--- src/rtl/gpio_pad_pkg.sv ---
package gpio_pad_pkg;

  localparam int PINS_PER_PORT = 8;
  localparam int PORT_W        = 3;
  localparam int DATA_W        = 32;

  // byte offsets inside one port window
  localparam logic [31:0] OFF_GLOBAL = 32'h00;
  localparam logic [31:0] OFF_INPUT  = 32'h04;
  localparam logic [31:0] OFF_OUTPUT = 32'h08;
  localparam logic [31:0] OFF_MODE   = 32'h0C;
  localparam logic [31:0] OFF_PULL   = 32'h10;

  typedef enum logic [2:0] {
    SEL_NONE,
    SEL_GLOBAL,
    SEL_INPUT,
    SEL_OUTPUT,
    SEL_MODE,
    SEL_PULL
  } regSel_e;

  typedef enum logic [1:0] {
    MODE_INPUT  = 2'b00,
    MODE_PUSH   = 2'b01,
    MODE_DRAIN  = 2'b10,
    MODE_SOURCE = 2'b11
  } pinMode_e;

  // strobes from the address decoder to the register datapath
  typedef struct packed {
    logic              wrStb;
    logic              rdStb;
    regSel_e           sel;
    logic [PORT_W-1:0] port;
  } regStrobe_t;

endpackage

--- src/rtl/gpio_pad_decode.sv ---
module gpio_pad_decode
  import gpio_pad_pkg::*;
#(
  parameter int NUM_PORTS   = 7,
  parameter int PORT_STRIDE = 48,
  parameter int ADDR_W      = 10
) (
  input  logic              busSel,
  input  logic              busWe,
  input  logic [ADDR_W-1:0] busAddr,
  output regStrobe_t        strobe
);

  logic [31:0]       addrWide;
  logic [31:0]       winOff;
  logic [PORT_W-1:0] hitPort;
  logic              found;

  // find which port window the address falls in
  always_comb begin
    addrWide = 32'(busAddr);
    found    = 1'b0;
    hitPort  = '0;
    winOff   = '0;
    for (int p = 0; p < NUM_PORTS; p++) begin
      if (addrWide >= 32'(p * PORT_STRIDE) &&
          addrWide <  32'((p + 1) * PORT_STRIDE)) begin
        found   = 1'b1;
        hitPort = PORT_W'(p);
        winOff  = addrWide - 32'(p * PORT_STRIDE);
      end
    end
  end

  // turn the window offset into a register select
  always_comb begin
    strobe       = '0;
    strobe.sel   = SEL_NONE;
    strobe.port  = hitPort;
    strobe.rdStb = busSel & ~busWe;
    strobe.wrStb = busSel & busWe;
    if (found) begin
      case (winOff)
        OFF_GLOBAL: strobe.sel = (hitPort == '0) ? SEL_GLOBAL : SEL_NONE;
        OFF_INPUT:  strobe.sel = SEL_INPUT;
        OFF_OUTPUT: strobe.sel = SEL_OUTPUT;
        OFF_MODE:   strobe.sel = SEL_MODE;
        OFF_PULL:   strobe.sel = SEL_PULL;
        default:    strobe.sel = SEL_NONE;
      endcase
    end
  end

endmodule

--- src/rtl/gpio_pin_drive.sv ---
module gpio_pin_drive
  import gpio_pad_pkg::*;
(
  input  logic       blockOn,
  input  logic [1:0] modeBits,
  input  logic       latchVal,
  input  logic       pullOff,
  output logic       padOut,
  output logic       padOe,
  output logic       padPullEn
);

  logic rawOut;
  logic rawOe;

  always_comb begin
    case (pinMode_e'(modeBits))
      MODE_PUSH: begin
        rawOe  = 1'b1;
        rawOut = latchVal;
      end
      MODE_DRAIN: begin
        rawOe  = ~latchVal;   // only ever pulls low
        rawOut = 1'b0;
      end
      MODE_SOURCE: begin
        rawOe  = latchVal;    // only ever pushes high
        rawOut = 1'b1;
      end
      default: begin
        rawOe  = 1'b0;
        rawOut = 1'b0;
      end
    endcase
  end

  assign padOe     = blockOn & rawOe;
  assign padOut    = blockOn & rawOut;
  assign padPullEn = blockOn & ~pullOff;

endmodule

--- src/rtl/gpio_pad_regs.sv ---
module gpio_pad_regs
  import gpio_pad_pkg::*;
#(
  parameter int NUM_PORTS    = 7,
  parameter int CORE_VERSION = 5,
  localparam int NPINS       = NUM_PORTS * PINS_PER_PORT
) (
  input  logic              clk,
  input  logic              rstN,
  input  regStrobe_t        strobe,
  input  logic [DATA_W-1:0] busWdata,
  output logic [DATA_W-1:0] busRdata,
  input  logic [NPINS-1:0]  padIn,
  output logic [NPINS-1:0]  padOut,
  output logic [NPINS-1:0]  padOe,
  output logic [NPINS-1:0]  padPullEn
);

  logic [NPINS-1:0]   outFlat;
  logic [2*NPINS-1:0] modeFlat;
  logic [NPINS-1:0]   pullFlat;
  logic [1:0]         glbCtl;
  logic [NPINS-1:0]   syncA;
  logic [NPINS-1:0]   syncB;
  logic [DATA_W-1:0]  rdNext;
  logic               unusedWdataHi;

  assign unusedWdataHi = ^busWdata[DATA_W-1:16];

  // register writes
  always_ff @(posedge clk or negedge rstN) begin
    if (!rstN) begin
      outFlat  <= '0;
      modeFlat <= '0;
      pullFlat <= '0;
      glbCtl   <= '0;
    end else if (strobe.wrStb) begin
      if (strobe.sel == SEL_GLOBAL) glbCtl <= busWdata[1:0];
      for (int p = 0; p < NUM_PORTS; p++) begin
        if (strobe.port == PORT_W'(p)) begin
          case (strobe.sel)
            SEL_OUTPUT: outFlat[p*8 +: 8]   <= busWdata[7:0];
            SEL_MODE:   modeFlat[p*16 +: 16] <= busWdata[15:0];
            SEL_PULL:   pullFlat[p*8 +: 8]  <= busWdata[7:0];
            default: ;
          endcase
        end
      end
    end
  end

  // two-flop pad input synchroniser
  always_ff @(posedge clk or negedge rstN) begin
    if (!rstN) begin
      syncA <= '0;
      syncB <= '0;
    end else begin
      syncA <= padIn;
      syncB <= syncA;
    end
  end

  // read mux
  always_comb begin
    rdNext = '0;
    if (strobe.sel == SEL_GLOBAL)
      rdNext = {16'b0, 7'(NUM_PORTS), 7'(CORE_VERSION), glbCtl};
    for (int p = 0; p < NUM_PORTS; p++) begin
      if (strobe.port == PORT_W'(p)) begin
        case (strobe.sel)
          SEL_INPUT:  rdNext = {24'b0, syncB[p*8 +: 8]};
          SEL_OUTPUT: rdNext = {24'b0, outFlat[p*8 +: 8]};
          SEL_MODE:   rdNext = {16'b0, modeFlat[p*16 +: 16]};
          SEL_PULL:   rdNext = {24'b0, pullFlat[p*8 +: 8]};
          default: ;
        endcase
      end
    end
  end

  always_ff @(posedge clk or negedge rstN) begin
    if (!rstN) busRdata <= '0;
    else       busRdata <= strobe.rdStb ? rdNext : '0;
  end

  // per-pin pad behaviour
  for (genvar i = 0; i < NPINS; i++) begin : g_pin
    gpio_pin_drive u_drive (
      .blockOn  (glbCtl[0]),
      .modeBits (modeFlat[2*i +: 2]),
      .latchVal (outFlat[i]),
      .pullOff  (pullFlat[i]),
      .padOut   (padOut[i]),
      .padOe    (padOe[i]),
      .padPullEn(padPullEn[i])
    );
  end

  // cycles since reset, saturating, for the synchroniser property
  logic [1:0] warmCnt;
  always_ff @(posedge clk or negedge rstN) begin
    if (!rstN)              warmCnt <= '0;
    else if (warmCnt != 2'd2) warmCnt <= warmCnt + 2'd1;
  end

  p_idle_read_zero_r1: assert property (@(posedge clk) disable iff (!rstN)
    !strobe.rdStb |=> busRdata == '0);

  p_unmapped_read_zero_r11: assert property (@(posedge clk) disable iff (!rstN)
    (strobe.rdStb && strobe.sel == SEL_NONE) |=> busRdata == '0);

  p_disable_silences_r4: assert property (@(posedge clk) disable iff (!rstN)
    (strobe.wrStb && strobe.sel == SEL_GLOBAL && !busWdata[0])
      |=> (padOe == '0 && padOut == '0 && padPullEn == '0));

  p_sync_depth_r10: assert property (@(posedge clk) disable iff (!rstN)
    (warmCnt == 2'd2) |-> syncB == $past(padIn, 2));

  p_input_write_ignored_r10: assert property (@(posedge clk) disable iff (!rstN)
    (strobe.wrStb && strobe.sel == SEL_INPUT)
      |=> ($stable(outFlat) && $stable(modeFlat) && $stable(pullFlat) && $stable(glbCtl)));

endmodule

--- src/rtl/gpio_pad_ctrl.sv ---
module gpio_pad_ctrl
  import gpio_pad_pkg::*;
#(
  parameter int NUM_PORTS    = 7,
  parameter int PORT_STRIDE  = 48,
  parameter int CORE_VERSION = 5,
  parameter int ADDR_W       = 10,
  localparam int NPINS       = NUM_PORTS * PINS_PER_PORT
) (
  input  logic              clk,
  input  logic              rstN,
  input  logic              busSel,
  input  logic              busWe,
  input  logic [ADDR_W-1:0] busAddr,
  input  logic [31:0]       busWdata,
  output logic [31:0]       busRdata,
  input  logic [NPINS-1:0]  padIn,
  output logic [NPINS-1:0]  padOut,
  output logic [NPINS-1:0]  padOe,
  output logic [NPINS-1:0]  padPullEn
);

  regStrobe_t strobe;

  gpio_pad_decode #(
    .NUM_PORTS  (NUM_PORTS),
    .PORT_STRIDE(PORT_STRIDE),
    .ADDR_W     (ADDR_W)
  ) u_decode (
    .busSel (busSel),
    .busWe  (busWe),
    .busAddr(busAddr),
    .strobe (strobe)
  );

  gpio_pad_regs #(
    .NUM_PORTS   (NUM_PORTS),
    .CORE_VERSION(CORE_VERSION)
  ) u_regs (
    .clk      (clk),
    .rstN     (rstN),
    .strobe   (strobe),
    .busWdata (busWdata),
    .busRdata (busRdata),
    .padIn    (padIn),
    .padOut   (padOut),
    .padOe    (padOe),
    .padPullEn(padPullEn)
  );

endmodule

--- config.mk ---
export PLATFORM = sky130hd
export DESIGN_NAME = gpio_pad_ctrl
export DESIGN_NICKNAME = d
export VERILOG_FILES = /design/src/rtl/gpio_pad_pkg.sv /design/src/rtl/gpio_pad_decode.sv /design/src/rtl/gpio_pin_drive.sv /design/src/rtl/gpio_pad_regs.sv /design/src/rtl/gpio_pad_ctrl.sv
export SDC_FILE = /design/constraint.sdc
export NUM_CORES = 1
export LEC_CHECK = 0
export BUFFER_PORTS_ARGS = -buffer_cell sky130_fd_sc_hd__buf_2
export CORE_ASPECT_RATIO = 1.4
export CORE_MARGIN = 2
export CORE_UTILIZATION = 46
export CTS_CLUSTER_DIAMETER = 200
export DETAILED_ROUTE_END_ITERATION = 8
export PLACE_DENSITY_LB_ADDON = 0.05
export SLEW_MARGIN = 25
export SYNTH_ARGS = -nofsm -noshare
export SYNTH_HDL_FRONTEND = slang
export SYNTH_HIERARCHICAL = 1
export SYNTH_SLANG_ARGS = --single-unit
--- constraint.sdc ---
create_clock -name clk -period 4.42 [get_ports clk]
set_input_delay 0.663 -clock clk [delete_from_list [all_inputs] [get_ports clk]]
set_output_delay 0.663 -clock clk [all_outputs]
set_load 0.1 [all_outputs]
# Word level (Yosys, flattened, before mapping)
# Cells that the tools add are included.
[totals]
ff_bits = 370
out_inout_bits = 200
[classes]
n_lt_le_gt_ge = 13
n_addsub = 6
n_reduce_logical = 30
eq_ne = 183
bitwise = 283
n_mux = 151
[op_table]
columns = ["operator", "n"]
rows = [
  ["case mux 32 bit (4 select lines)", 6],
  ["2-to-1 mux 32 bit", 14],
  ["equality test 2 bit (second input constant)", 112],
  ["bitwise AND 1 bit", 170],
  ["case mux 1 bit (3 select lines)", 56],
  ["inverter 1 bit", 113],
  ["equality test 2 x 1 -> 1 bit (second input constant)", 56],
  ["case mux 1 bit (2 select lines)", 56],
  ["equality test 32 x 4 -> 1 bit (second input constant)", 2],
  ["case mux 16 bit (4 select lines)", 1],
  ["AND reduction 3 bit", 21],
  ["subtractor 10 x 8 -> 11 bit (second input constant)", 3],
  ["equality test 32 x 3 -> 1 bit (second input constant)", 1],
  ["equality test 32 x 5 -> 1 bit (second input constant)", 1],
  ["logical NOT 32 bit", 1],
  ["greater-or-equal comparator 10 x 8 -> 1 bit (second input constant)", 3],
  ["less-than comparator 10 x 8 -> 1 bit (second input constant)", 3],
  ["less-than comparator 10 x 9 -> 1 bit (second input constant)", 2],
  ["equality test 3 bit (second input constant)", 5],
  ["case mux 3 bit (5 select lines)", 1],
  ["equality test 3 x 2 -> 1 bit (second input constant)", 4],
  ["2-to-1 mux 12 bit", 1],
  ["2-to-1 mux 3 bit", 4],
  ["subtractor 10 x 6 -> 11 bit (second input constant)", 1],
  ["14 further kinds", 29],
]

# Depth between registers and ports, before layout
# Gate-level depths: netlist (run 1).
[logic_depth]
depth_word = 29
mapped_depth = 20
depth_no_buf = 15

# Cells and area by module
# Netlist (run 1), hierarchy kept.
[modules_own_cells]
columns = ["module", "seq_area_each_um2", "area_per_inst_um2", "instances", "cells_each"]
rows = [
  ["gpio_pad_regs", 8858.5, 14452.6, 1, 1030],
  ["gpio_pin_drive", 0.0, 40.0, 56, 7],
  ["gpio_pad_decode", 0.0, 1079.8, 1, 153],
]

# Least setup slack after synthesis (run 1)
# OpenSTA, ideal clock, no wires.
[synth_path]
path_kind = "reg-to-output"
startpoint = "register u_regs.glbCtl[0]"
endpoint = "output padOe[0]"
slack_ps = -358
stages_incl_launch_ff = 3
required_ps = 3757
n_path_buf = 0
arrival_ps = 4115
path_cell_list = "dfrtp_1 > nand2_1 > o21ai_1"
[synth_between]
elab_chain_cells = 1
[synth_rtl]
columns = ["element", "line", "rtl"]
rows = [
  ["start: declaration", "gpio_pad_regs.sv:22", "logic [1:0] glbCtl;"],
  ["start signal: assignment", "gpio_pad_regs.sv:38", "if (strobe.sel == SEL_GLOBAL) glbCtl <= busWdata[1:0];"],
  ["bitwise AND 1 bit", "gpio_pin_drive.sv:37", "assign padOe = blockOn & rawOe;"],
  ["end: declaration", "gpio_pad_ctrl.sv:19", "output logic [NPINS-1:0] padOe,"],
]
# No other way between the ends.

==> impl_metrics.ini, run 1 <==
[timing]
setup_viol = 0
slew_viol_final = 0
slew_headroom_pct = 37.4
timing.final.crit_period_ps = 4280
postLayoutSetupSlackWorst_ps = 140
fin_skew_ps = 16.8
fmax_mhz = 234
worstMarginPinSlew_ps = 935
fin_crit_sh_pct = 96.8
hold_violations = 0

[setup_path]
crit_type = in -> reg
max_stage_delay_ps = 530
r2r_end = u_regs/busRdata[0]
critPathMostFrequentCell = buf_4
r2r-start = u_regs/glbCtl[0]
end_kind = register
crit_path_cell_trace = buf_2 -> buf_4 -> ha_1 -> a311o_1 -> and2_4 -> or4b_4 -> a31oi_4 -> mux2_1 -> nor4_4 -> buf_4 -> mux2i_1 -> o22ai_1 -> buf_4 -> a22oi_1 -> nand2_1 -> o21ai_1 -> buf_4 -> a31oi_1
start_kind = input pin
r2r_slack_ps = 2140
crit_path_top_delay_cell = or4b_4
reg2regPathDepth = 6
required_ps = 4840
path_max_fanout = 15
crit_arrival_ps = 4700

[clock_tree]
cts-htree-levels = 2
cts_inserted_buffers = 38
cts_tree = yes
hold_buffers = 0
cts_root_buf = clkbuf_16
cts_buffer_depth = 3
cts_sinks = 354
clock_latency_ps = 540
cts.clk_slew.worst_paths_ps = 60

[finish]
final_cell_mix = dfrtp_1, buf_2, mux2_2
fin_area_um2 = 22400
areaGrowthSynthToFinish_pct = 26.1
final_common_cell = dfrtp_1
num_antenna_cells = 0
nFillCells = 3389
fin_cells = 2513
nNetsFinal = 2126
drive_gt1_share_pct = 39.9

[global_route]
antenna_found_initial = 1
grt_max_degree = 108
track_usage_pct = 29.9
grt_pass1_vias = 14600
grt_pass1_wl_mm = 90.8
overflow = 0

[placement]
place.gp.congestion = 0.862
hpwl_mm = 45.4
dpl_cell_area_um2 = 21100
place_ws_ps = -716
portBuffers = 269
dp.cells = 2448

[floorplanning]
chipHeight_um = 237
dieArea_um2 = 40300
die_x_um = 170
core_area_um2 = 38300
floorplan.rows = 85
boundaryPins = 302
initial_core_util_pct = 46.4

[synthesis]
synthFlopType = dfrtp_1
synth.avg_cell_area_um2 = 11.3
synth-seq-area-share_pct = 49.8
synth_cells = 1575
ys_ff_latch = 354
yosysUniqueCellTypes = 84
synth_area_leader_cell = dfrtp_1
yosys_warnings = 6
synth_area_um2 = 17800
synth_area_leaders = dfrtp_1, mux2_2, nor2b_1
synth_top_area_share_pct = 49.8
synthArstFlopShare_pct = 100
synth_edf_count = 0

[power]
cellPowerDensity_nw_per_um2 = 357
leakagePower_nw = 10.8
ir_drop_mv = 0.358
power_mw = 7.99

[detailed_routing]
ant_nets = 0
post_drt_wl_per_cell_um = 24.1
drc = 0
first_pass_iters = 7
vias = 14600
wirelength_mm = 60.5
avgViaCountPerCell = 5.81
drt_iter0_markers = 988

[flow_run]
cap_violations = 0

[outcome]
status = completed

[min_path]
hp-class = in -> async
## power by group
part | internal [mW] | leakage, nW | total, mW | switching [mW]
Clock | 1.84 | 0.596 | 3.18 | 1.33
Combinational | 0.311 | 5.54 | 1.40 | 1.09
Sequential | 3.33 | 4.68 | 3.42 | 0.0868
Total | 5.48 | 10.8 | 7.99 | 2.51
## layer usage
metal	vias to the layer above	part of all wire, %	global-route usage [%]
met5	-	0.012	0
met4	2	3.5	10.6
li1	6612	-	-
met2	529	52	53.1
met3	117	4.7	3.29
met1	7342	40	37.6
## worst max path at each step
stage                from                  to  slack [ps]  cells after the start
4_1_cts        busAddr[5]  u_regs/busRdata[0]          10                     18
3_5_place_dp   busAddr[5]  u_regs/busRdata[0]        -720                     18
3_3_place_gp   busAddr[6]  u_regs/busRdata[0]        -720                     21
2_1_floorplan  busAddr[5]  u_regs/pullFlat[0]         -30                     17
5_1_grt        busAddr[1]  u_regs/busRdata[1]         -20                     19
6_report       busAddr[6]  u_regs/busRdata[3]         140                     18
## area by class of cell
class / instances / area, um^2 / area share (%)
timing repair buffer: 474 / 3170 / 14.1
multi-input combinational: 1134 / 8530 / 38.1
clock buffer: 48 / 1040 / 4.63
tap: 478 / 598 / 2.67
inverter: 8 / 30.0 / 0.134
sequential: 354 / 8860 / 39.5
clock inverter: 17 / 189 / 0.843
## timing repair
item                       CTS  global route
pin swaps                    1             8
resized for setup            1            19
setup buffers                0             0
setup endpoints to repair    1            10
## registers in the layout (all words and copies together) (netlist names)
register         cells
u_regs/outFlat      56
u_regs/pullFlat     56
u_regs/busRdata     16
u_regs/syncB        56
u_regs/glbCtl        2
u_regs/modeFlat    112
u_regs/syncA        56
## critical path, delay by kind of cell
kind | cells | cell delay (ps)
compound gates | 6 | 1160
simple gates | 4 | 980
buf+inv | 5 | 940
mux | 2 | 740
fa+ha+maj | 1 | 210
## Yosys cell counts, types with 27 or more instances
library cell and count:
mux2i_1 40, buf_4 27, o21ai_1 63, nor2_1 144, a221oi_1 32, dfrtp_1 354, mux2_2 217, o21ai_0 28
nor2b_1 118, a22oi_1 31, nand4bb_1 56, a21oi_1 30, nand2_1 109, buf_2 37
## through the flow
| step | util [%] | setup TNS, ps | hold WS, ps |
|---|---|---|---|
| final | 58.5 | 0 | 186 |
| after global placement | 55.1 | -24970 | 332 |
| after global routing | 58.5 | -19.1 | 198 |
| after detailed placement | 55.1 | -26950 | 335 |
| after CTS | 58.3 | 0 | 197 |
| after floorplan | - | -753 | 331 |
## kinds of logic after synthesis
family,after synthesis,share of synthesized area (%)
compound gates,301,11.8
xor+xnor,8,0.479
fa+ha+maj,14,0.986
buf+inv,102,3.15
flops,354,49.8
mux,268,16.7
other cells,1,0.0211
simple gates,527,17.0
Note: power is estimated with default switching activity, not from simulation.
==> run 2: changes to the inputs <==
CORE_MARGIN = default   (was 2)
CORE_UTILIZATION = 50   (was 46)
==> run 2 against run 1 <==
  * Critical path depth rose by 1
  * Clock power is 5% lower
  * Non-clock buffer count shrank 17
  * Via count grew 0.58%
  * Worst hold slack worse by 160 ps
  * Sequential power is essentially flat
  * Fmax increased by 1.1%
  * Critical path type unchanged
  * Critical endpoint is now u_regs/busRdata[4]
  * Largest cell class unchanged
==> impl_metrics.ini, run 2 (synthesized netlist as in run 1, its figures left out) <==
[outcome]
status = completed

[power]
clkPwrFrac_pct = 38.7
ir_drop_mv = 0.426
swShare_pct = 31.2
leakagePower_nw = 10.7
pwr-share-seq_pct = 43.5
p_int_mw = 5.39
comb_power_share_pct = 17.9
switchingPower_mw = 2.45
cellPowerDensity_nw_per_um2 = 353

[finish]
areaGrowthSynthToFinish_pct = 24.8
num_antenna_cells = 0
fin_cells = 2470
drive_gt1_share_pct = 38.7
regMostFlops = u_regs/modeFlat
multi_input_area_um2 = 8460
fin_area_um2 = 22200
nNetsFinal = 2108
final_cell_mix = dfrtp_1, buf_2, mux2_2
final_common_cell = dfrtp_1
regArea_um2 = 8860
nFillCells = 2838
largest_reg_flops = 112

[timing]
finalHoldWorstSlack_ps = 23.8
setup_viol = 0
fin_crit_sh_pct = 95.8
fin_skew_ps = 23.4
slew_headroom_pct = 30.1
fmax_mhz = 236
rsz0062_at_grt = true
slew_viol_final = 0
worstMarginPinSlew_ps = 1050
hold_violations = 0
timing.final.crit_period_ps = 4230
postLayoutSetupSlackWorst_ps = 187

[setup_path]
end_kind = register
max_stage_delay_ps = 500
required_ps = 4840
path_max_fanout = 16
critPathMostFrequentCell = buf_4
crit_arrival_ps = 4650
crit_type = in -> reg
crit_path_cell_trace = buf_2 -> inv_1 -> ha_1 -> a21bo_2 -> a2bb2oi_2 -> o2bb2ai_2 -> or4b_4 -> a31oi_4 -> mux2_1 -> nor4_2 -> buf_4 -> buf_4 -> buf_6 -> mux2i_2 -> o22ai_1 -> o21ai_0 -> nor2_1 -> nor3_1 -> a21oi_1
crit_path_top_delay_cell = or4b_4
start_kind = input pin

[floorplanning]
core_area_um2 = 35000
boundaryPins = 302
dieArea_um2 = 36300
initial_core_util_pct = 50.8
chipHeight_um = 225
die_x_um = 161
floorplan.rows = 81

[placement]
hpwl_mm = 44.2
portBuffers = 269
place_ws_ps = -442
dpl_cell_area_um2 = 20900
dp.cells = 2407
place.gp.congestion = 0.894

[clock_tree]
hold_buffers = 0
cts-htree-levels = 2
cts_inserted_buffers = 37
clock_latency_ps = 550
cts_root_buf = clkbuf_16
post_cts_buffers = 0
cts_buffer_depth = 3
cts_tree = yes
cts_sinks = 354
cts.clk_slew.worst_paths_ps = 60

[global_route]
grt_pass1_vias = 14800
antenna_found_initial = 0
grt_max_degree = 126
overflow = 0
grt_pass1_wl_mm = 90.1
track_usage_pct = 33.1

[flow_run]
cap_violations = 0

[detailed_routing]
ant_nets = 0
vias = 14700
drt_iter0_markers = 1261
drc = 0
post_drt_wl_per_cell_um = 24.1
avgViaCountPerCell = 5.95
wirelength_mm = 59.5
first_pass_iters = 5

[min_path]
hp-class = in -> async
[run 2: final timing paths]
kind / slack, ps / cells after the start / end / startpoint
min: 20 / 1 / u_regs/modeFlat[61] / rstN
max in group asynchronous: 3090 / 3 / u_regs/syncA[34] / rstN
min in group clk: 220 / 1 / u_regs/syncA[55] / padIn[55]
max: 190 / 19 / u_regs/busRdata[4] / busAddr[5]
max reg2reg: 2490 / 6 / u_regs/busRdata[0] / u_regs/glbCtl[0]
min reg2reg: 340 / 0 / u_regs/syncB[6] / u_regs/syncA[6]
[run 2: what timing repair did]
item	in CTS	in global routing
endpoints found under the setup margin	0	9
resized for setup	0	6
hold endpoints to repair	0	0
[run 2: routing by layer]
metal	wire [um]	track usage, %
met5	0	0
met4	2780	16.1
met3	2840	4.18
met2	29600	56.9
met1	24200	41.3
[run 2: worst max-delay path: cells and delay by family]
| family | cells | cell delay (ps) |
|---|---|---|
| adder cells (fa/ha/maj) | 1 | 230 |
| AO/OA/AOI/OAI | 7 | 1310 |
| multiplexers | 2 | 680 |
| buffers and inverters | 5 | 800 |
| AND/OR/NAND/NOR | 4 | 960 |
[run 2: power groups by stage]
| stage | registers [mW] | logic [mW] | clock network, mW |
|---|---|---|---|
| global route | 3.41 | 1.47 | 3.20 |
| CTS | 3.43 | 1.36 | 3.09 |
| global placement | 3.48 | 1.35 | 0 |
| floorplan | 3.46 | 0.966 | 0 |
| finish | 3.40 | 1.40 | 3.03 |
| detailed placement | 3.49 | 1.36 | 0 |
[run 2: through the flow]
step           TNS (ps)  power [mW]  utilization, %
2_1_floorplan      -753        4.43               -
3_3_place_gp     -19830        4.84            59.9
3_5_place_dp     -19270        4.85            59.9
4_1_cts               0        7.88            63.2
5_1_grt           -4.57        8.08            63.4
6_report              0        7.84            63.4
[run 2: cell type report]
type	instances	area share [%]
well taps	456	2.57
clock buffers	52	4.84
flip-flops and latches	354	39.9
repair buffers	457	14.0
multi-input cells	1134	38.1
clock inverters	9	0.412
inverters	8	0.135
==> run 3: changes to the inputs <==
GPL_TIMING_DRIVEN = 0   (was default)
==> run 3 against run 2 <==
  * The run now ends with negative setup slack left
  * Register-to-register slack improved by 40 ps
  * Combinational power barely moved
  * Fmax fell by 4.6%
  * Non-clock buffer count fell by 52
  * Core utilization fell by 0.068 points
  * Final cell count fell by 1.9%
  * Sequential cell count did not move
  * Largest cell class is now multi-input gates
==> impl_metrics.ini, run 3 (synthesized netlist as in run 1, its figures left out) <==
[clock_tree]
cts_sinks = 354
clock_latency_ps = 560
hold_buffers = 0
cts-htree-levels = 2
cts_inserted_buffers = 37
cts_root_buf = clkbuf_16
cts_buffer_depth = 3
cts_tree = yes
cts.clk_slew.worst_paths_ps = 60

[finish]
areaGrowthSynthToFinish_pct = 24.7
largest_reg_flops = 112
final_cell_mix = dfrtp_1, buf_2, mux2_2
final_common_cell = dfrtp_1
final_util_pct = 63.4
nFillCells = 2909
drive_gt1_share_pct = 39.0
multi_input_area_um2 = 8950
nNetsFinal = 2057
regMostFlops = u_regs/modeFlat
fin_cells = 2422
regArea_um2 = 8860
num_antenna_cells = 0

[detailed_routing]
drc = 0
vias = 14900
drt_iter0_markers = 1359
ant_nets = 0
first_pass_iters = 6
avgViaCountPerCell = 6.15
post_drt_wl_per_cell_um = 26.2
wirelength_mm = 63.5

[setup_path]
critPathMostFrequentCell = buf_6
r2r-start = u_regs/modeFlat[4]
crit_arrival_ps = 4920
crit_path_cell_trace = buf_6 -> ha_2 -> buf_6 -> and3_4 -> a311o_1 -> and2_4 -> or4b_4 -> a31oi_4 -> mux2_4 -> nor4_4 -> buf_6 -> clkinvlp_4 -> nor2_4 -> buf_4 -> a22oi_1 -> a31oi_1 -> o211ai_1 -> a21oi_1
crit_type = in -> reg
r2r_slack_ps = 2530
crit_path_top_delay_cell = or4b_4
required_ps = 4900
path_max_fanout = 10
reg2regPathDepth = 5
cpLargestDelayFamily = simple AND/OR/NAND/NOR gates
path_depth = 18
start_kind = input pin
end_kind = register
max_stage_delay_ps = 550
r2r_end = u_regs/busRdata[4]
cp_num_buf_inv = 5

[timing]
timing.final.crit_period_ps = 4440
hold_violations = 0
slew_headroom_pct = 43.9
fmax_mhz = 225
fin_skew_ps = 25.7
rsz0062_at_grt = true
slew_viol_final = 0
worstMarginPinSlew_ps = 834
setup_viol = 1
postLayoutSetupSlackWorst_ps = -17.5
fin_crit_sh_pct = 100

[placement]
place.gp.congestion = 0.948
portBuffers = 268
hpwl_mm = 46.3
place_ws_ps = -1470
dp.cells = 2320

[power]
leakagePower_nw = 10.5
power_mw = 7.91
cellPowerDensity_nw_per_um2 = 357
ir_drop_mv = 0.310

[floorplanning]
die_x_um = 161
boundaryPins = 302
initial_core_util_pct = 50.8
chipHeight_um = 225
floorplan.rows = 81
dieArea_um2 = 36300
core_area_um2 = 35000

[global_route]
grt_pass1_wl_mm = 91.7
grt_max_degree = 97
overflow = 0
track_usage_pct = 34.6
grt_pass1_vias = 14400
antenna_found_initial = 0

[flow_run]
cap_violations = 0

[outcome]
status = finished, violations left
violations = negative setup slack

[min_path]
hp-class = in -> async
[run 3: cell type report]
cell class | count | share of cell area [%]
Clock buffer | 53 | 4.86
Multi-Input combinational cell | 1135 | 40.4
Tap cell | 456 | 2.57
Clock inverter | 11 | 0.497
Sequential cell | 354 | 40.0
Inverter | 8 | 0.192
Buffer | 93 | 3.12
Timing Repair Buffer | 312 | 8.35
[run 3: power breakdown]
part | leakage (nW) | internal, mW | switching (mW) | total (mW)
clock network | 0.591 | 1.77 | 1.32 | 3.08
logic | 5.27 | 0.309 | 1.11 | 1.42
registers | 4.68 | 3.33 | 0.0819 | 3.41
total | 10.5 | 5.40 | 2.51 | 7.91
[run 3: layer usage]
layer,track usage (%),routed length [um]
met4,19.9,3740
met1,43.3,24400
met2,56.8,30500
met3,5.83,4830
met5,0,0
[run 3: worst max path at each step]
stage	from	to	slack [ps]
floorplan	busAddr[5]	u_regs/pullFlat[0]	-30
global placement	rstN	u_regs/glbCtl[0]	-4790
detailed placement	busAddr[6]	u_regs/busRdata[0]	-1470
CTS	busAddr[6]	u_regs/busRdata[1]	-10
global route	busAddr[7]	u_regs/busRdata[4]	-70
finish	busAddr[5]	u_regs/busRdata[4]	-20
[run 3: per-stage QoR]
step	hold WS, ps	area (um^2)	TNS [ps]
floorplan	331	17800	-753
global placement	333	19800	-1727660
detailed placement	335	19900	-266340
CTS	21.7	21600	-10.8
global route	40.2	22200	-185
finish	17.7	22200	-17.5
[run 3: what timing repair did]
item | CTS | global route
buffers inserted | 17 | 19
pin swaps | 15 | 31
resized for setup | 86 | 90
setup endpoints to repair | 242 | 190
gates cloned | 2 | 1
